<file path="src/rtl/omc_pkg.sv">
package omc_pkg;

  // Source selected for every flip-flop at the next rising edge
  typedef enum logic [1:0] {
    LD_SUM  = 2'd0,
    LD_ONE  = 2'd1,
    LD_PIN  = 2'd2,
    LD_ZERO = 2'd3
  } loadSel_e;

  // Per-cell strobes handed from control to datapath
  typedef struct packed {
    logic regMode;  // flip-flop path to pin, Q to feedback
    logic invert;   // pin is active low
    logic drive;    // pin driver enabled
  } cellStrb_t;

endpackage

</file>
<file path="src/rtl/omc_ctrl.sv">
module omc_ctrl
  import omc_pkg::*;
#(
  parameter int CELLS = 4
) (
  input  logic                    rstPwr,
  input  logic                    syncSet,
  input  logic                    preloadEn,
  input  logic [CELLS-1:0]        cfgComb,
  input  logic [CELLS-1:0]        cfgActHigh,
  input  logic [CELLS-1:0]        oeTerm,
  output loadSel_e                loadSel,
  output cellStrb_t [CELLS-1:0]   strb
);

  // Shared priority: power-up reset, then preload, then preset, then sum.
  // Asynchronous clear sits above all of these inside the flip-flop.
  always_comb begin
    if (rstPwr)         loadSel = LD_ZERO;
    else if (preloadEn) loadSel = LD_PIN;
    else if (syncSet)   loadSel = LD_ONE;
    else                loadSel = LD_SUM;
  end

  for (genvar c = 0; c < CELLS; c++) begin : g_cfg
    always_comb begin
      strb[c].regMode = ~cfgComb[c];
      strb[c].invert  = ~cfgActHigh[c];
      strb[c].drive   = oeTerm[c] & ~preloadEn;
    end
  end

endmodule

</file>
<file path="src/rtl/omc_dpath.sv">
module omc_dpath
  import omc_pkg::*;
#(
  parameter int CELLS = 4
) (
  input  logic                    clk,
  input  logic                    asyncClr,
  input  loadSel_e                loadSel,
  input  cellStrb_t [CELLS-1:0]   strb,
  input  logic [CELLS-1:0]        sumTerm,
  input  logic [CELLS-1:0]        padIn,
  output logic [CELLS-1:0]        padOut,
  output logic [CELLS-1:0]        padOe,
  output logic [CELLS-1:0]        fbOut
);

  logic [CELLS-1:0] qState;

  for (genvar c = 0; c < CELLS; c++) begin : g_cell
    logic nextQ;
    logic preInv;

    always_comb begin
      unique case (loadSel)
        LD_SUM:  nextQ = sumTerm[c];
        LD_ONE:  nextQ = 1'b1;
        LD_PIN:  nextQ = padIn[c];
        default: nextQ = 1'b0;
      endcase
    end

    always_ff @(posedge clk or posedge asyncClr) begin
      if (asyncClr) qState[c] <= 1'b0;
      else          qState[c] <= nextQ;
    end

    always_comb begin
      preInv    = strb[c].regMode ? qState[c] : sumTerm[c];
      padOut[c] = preInv ^ strb[c].invert;
      padOe[c]  = strb[c].drive;
      fbOut[c]  = strb[c].regMode ? qState[c] : padIn[c];
    end
  end

endmodule

</file>
<file path="src/rtl/pld_macrocell_bank.sv">
module pld_macrocell_bank
  import omc_pkg::*;
#(
  parameter int CELLS = 4
) (
  input  logic             clk,
  input  logic             rstPwr,
  input  logic             asyncClr,
  input  logic             syncSet,
  input  logic             preloadEn,
  input  logic [CELLS-1:0] sumTerm,
  input  logic [CELLS-1:0] oeTerm,
  input  logic [CELLS-1:0] cfgComb,
  input  logic [CELLS-1:0] cfgActHigh,
  input  logic [CELLS-1:0] padIn,
  output logic [CELLS-1:0] padOut,
  output logic [CELLS-1:0] padOe,
  output logic [CELLS-1:0] fbOut
);

  loadSel_e              loadSel;
  cellStrb_t [CELLS-1:0] strb;

  omc_ctrl #(.CELLS(CELLS)) ctrl_i (
    .rstPwr     (rstPwr),
    .syncSet    (syncSet),
    .preloadEn  (preloadEn),
    .cfgComb    (cfgComb),
    .cfgActHigh (cfgActHigh),
    .oeTerm     (oeTerm),
    .loadSel    (loadSel),
    .strb       (strb)
  );

  omc_dpath #(.CELLS(CELLS)) dpath_i (
    .clk      (clk),
    .asyncClr (asyncClr),
    .loadSel  (loadSel),
    .strb     (strb),
    .sumTerm  (sumTerm),
    .padIn    (padIn),
    .padOut   (padOut),
    .padOe    (padOe),
    .fbOut    (fbOut)
  );

endmodule

</file>
<file path="config.mk">
export PLATFORM = sky130hd
export DESIGN_NAME = pld_macrocell_bank
export DESIGN_NICKNAME = d
export VERILOG_FILES = /design/src/rtl/omc_pkg.sv /design/src/rtl/omc_ctrl.sv /design/src/rtl/omc_dpath.sv /design/src/rtl/pld_macrocell_bank.sv
export SDC_FILE = /design/constraint.sdc
export NUM_CORES = 1
export LEC_CHECK = 0
export BUFFER_PORTS_ARGS = -buffer_cell sky130_fd_sc_hd__buf_2
export CORE_AREA = 2 2 39 41
export DETAILED_ROUTE_END_ITERATION = 8
export DIE_AREA = 0 0 41 43
export GPL_TIMING_DRIVEN = 1
export HOLD_SLACK_MARGIN = 0.03
export PLACE_DENSITY = 0.7
export SLEW_MARGIN = 20
export SYNTH_ARGS = -nofsm -noshare
export SYNTH_HDL_FRONTEND = slang
export SYNTH_SLANG_ARGS = --single-unit
</file>
<file path="constraint.sdc">
create_clock -name clk -period 1.21 [get_ports clk]
set_clock_uncertainty 0.15 [all_clocks]
set_input_delay 0.242 -clock clk [delete_from_list [all_inputs] [get_ports clk]]
set_output_delay 0.242 -clock clk [all_outputs]
set_load 0.03 [all_outputs]
</file>
==> qor.csv <==
metric,value,unit
finalHoldViolCount,0,
synth_top_family_by_area,simple AND/OR/NAND/NOR gates,
power.density,889,nW/µm²
pin_count,37,
top_register,dpath_i.qState,
drt_iter0_markers,4,
ir_worst_vdd,355,µV
p_comb_share,49.3,%
slowest_delay,0.39,ns
path_clk_slew,0.04,ns
die_w,41,µm
vias_per_cell,4.31,
async_reset_ff_share,100,%
start_util,24.7,%
ant_nets,0,
syn-instance-count,34,
crit_arrival,1.14,ns
remaining_drc_errors,0,
routed_wl,1030,µm
clock_tree.buffer_depth,2,
dieArea,1760,µm²
yosys_warnings,0,
cts_tree,yes,
row_count,14,
synth_ff_type,dfrtp_1,
cts_max_level,1,
tightestPinTransition,0.216,ns
die_h,43,µm
crit_fanout,2,
violations,negative setup slack,
status,finished with violations,
synth_mux_area_share,24.9,%
fill_cells,134,
synthAdderAreaFrac,0,%
internal_power,410,µW
min_path_type,primary input to flip-flop,
setup_viol,8,
cp.required,0.82,ns
fmax,652,MHz
slew_violations,0,
gp_congestion,0.655,
hpwl,815,µm
p_switching,221,µW
syn2layout_area_growth,108,%
cap_violations,0,
static-leakage-power,0.000371,µW
synth_cell_type_count,10,
rsz0062_at_grt,true,
yosysMostFrequentCell,nor3_1,
synthDominantCellAreaShare,29.3,%
finalNetCount,106,
drive_above_1_share,74.7,%
grt_usage,13.7,%
setup_ws,-0.324,ns
synth_edf_count,0,
cts_sinks,4,
placeableCoreArea,1380,µm²
totalPowerFinal,632,µW
largest_reg_flops,4,
syn_area,342,µm²
period_share,127,%
numPortBuffers,36,
slew-limit-headroom,85.3,%
synth-seq-cells,4,
vias,409,
seqPwrFrac,23.9,%
synth_nets,59,
reg_top3,dpath_i.qState: 4 flops,
antenna_found_initial,0,
synthTopCellsByArea,"dfrtp_1 (29%), mux2_2 (13%), mux2i_1 (12%), nor3_1 (12%), xor2_1 (10%)",
grt_pass1_vias,424,
crit_type,flip-flop to output port,
clockRootBuffer,clkbuf_4,
grt_max_degree,8,
cp-end-kind,output port,
cp_cell_sequence,"mux2i_2, xor2_2, buf_6",
routedWlPerCell,10.8,µm
grt_overflow,0,
cp_slowest_cell,dfrtp_1,
yosys.area.top_type,dfrtp_1,
yosys.area_share.simple,32.2,%
syn_area_per_cell,10.0,µm²
synth-compound-area-share,0,%
synth_xor_area_share,10.3,%
final.min_clock_period,1.53,ns
post-place-ws,-0.164,ns
switching_share,35.1,%
clkPwrFrac,26.8,%
grt_pass1_wl,1610,µm
ys_seq_area_share,29.3,%
start_kind,flip-flop,
hold_ws,0.0725,ns
cts_buffers,3,
diodes,0,
drtPass1Iterations,4,
## layout by cell type, fill, tap and decap left out, drive strengths merged
| master | n |
|---|---|
| dlygate4sd3 | 1 |
| mux2 | 4 |
| buf | 42 |
| xor2 | 4 |
| mux2i | 4 |
| clkbuf | 3 |
| and2b | 4 |
| inv | 1 |
| nor2b | 4 |
| nor3 | 8 |
| dfrtp | 4 |
## per-stage QoR
stage | instance area, µm² | setup TNS [ns] | cells | util (%)
final | 711 | -2.11 | 95 | 51.4
after CTS | 703 | -2.17 | 95 | 50.8
after detailed placement | 609 | -0.700 | 91 | 44.0
after global placement | 609 | -0.575 | 91 | 44.0
after floorplan | 372 | -0.353 | 34 | -
after global routing | 711 | -2.45 | 95 | 51.4
## worst paths after layout
path / startpoint / depth (start not counted) / slack [ns] / to
worst min-delay path: rstPwr / 2 / 0.07 / dpath_i.qState[2]$_DFF_PP0_
min in group asynchronous: asyncClr / 3 / 0.28 / dpath_i.qState[0]$_DFF_PP0_
worst max-delay path: dpath_i.qState[0]$_DFF_PP0_ / 3 / -0.32 / padOut[0]
max in group asynchronous: asyncClr / 3 / 0.48 / dpath_i.qState[3]$_DFF_PP0_
## metal layers
| layer | GRT usage, % | vias to the layer above | wire length, µm |
|---|---|---|---|
| met3 | 4.71 | 0 | 102 |
| met2 | 22.2 | 25 | 535 |
| met4 | 6.00 | 0 | 0 |
| met1 | 15.1 | 180 | 387 |
| met5 | 0 | - | 0 |
| li1 | - | 204 | - |
## cell type report
cell class	instances	area, µm²	share of cell area [%]
sequential	4	100	14.1
inverter	1	3.75	0.528
multi-input combinational	28	279	39.3
clock buffer	3	22.5	3.17
tap	16	20.0	2.82
timing repair buffer	43	285	40.1
## timing repair
item,CTS,global route
gates resized for setup,19,2
setup buffers,0,0
endpoints found under the setup margin,8,8
hold buffers,1,0
endpoints found under the hold margin,4,0
## worst max-delay path: cells and delay by family (launching register included)
| family | cells | cell delay (ns) |
|---|---|---|
| XOR/XNOR | 1 | 0.16 |
| flip-flops | 1 | 0.39 |
| buffers and inverters | 1 | 0.14 |
| multiplexers | 1 | 0.21 |
## kinds of logic (layout without fill, tap and decap cells)
logic type / count (synthesis) / after routing
XOR/XNOR: 4 / 4
multiplexers: 8 / 8
buffers and inverters: 2 / 47
AND/OR/NAND/NOR: 16 / 16
flip-flops: 4 / 4
## power groups by stage
stage               registers (µW)  logic [µW]  clock network, µW
floorplan                      149         153                  0
global placement               150         253                  0
detailed placement             151         256                  0
CTS                            150         309                175
global route                   152         332                182
finish                         151         311                170
Power figures use the tool's default switching activity.
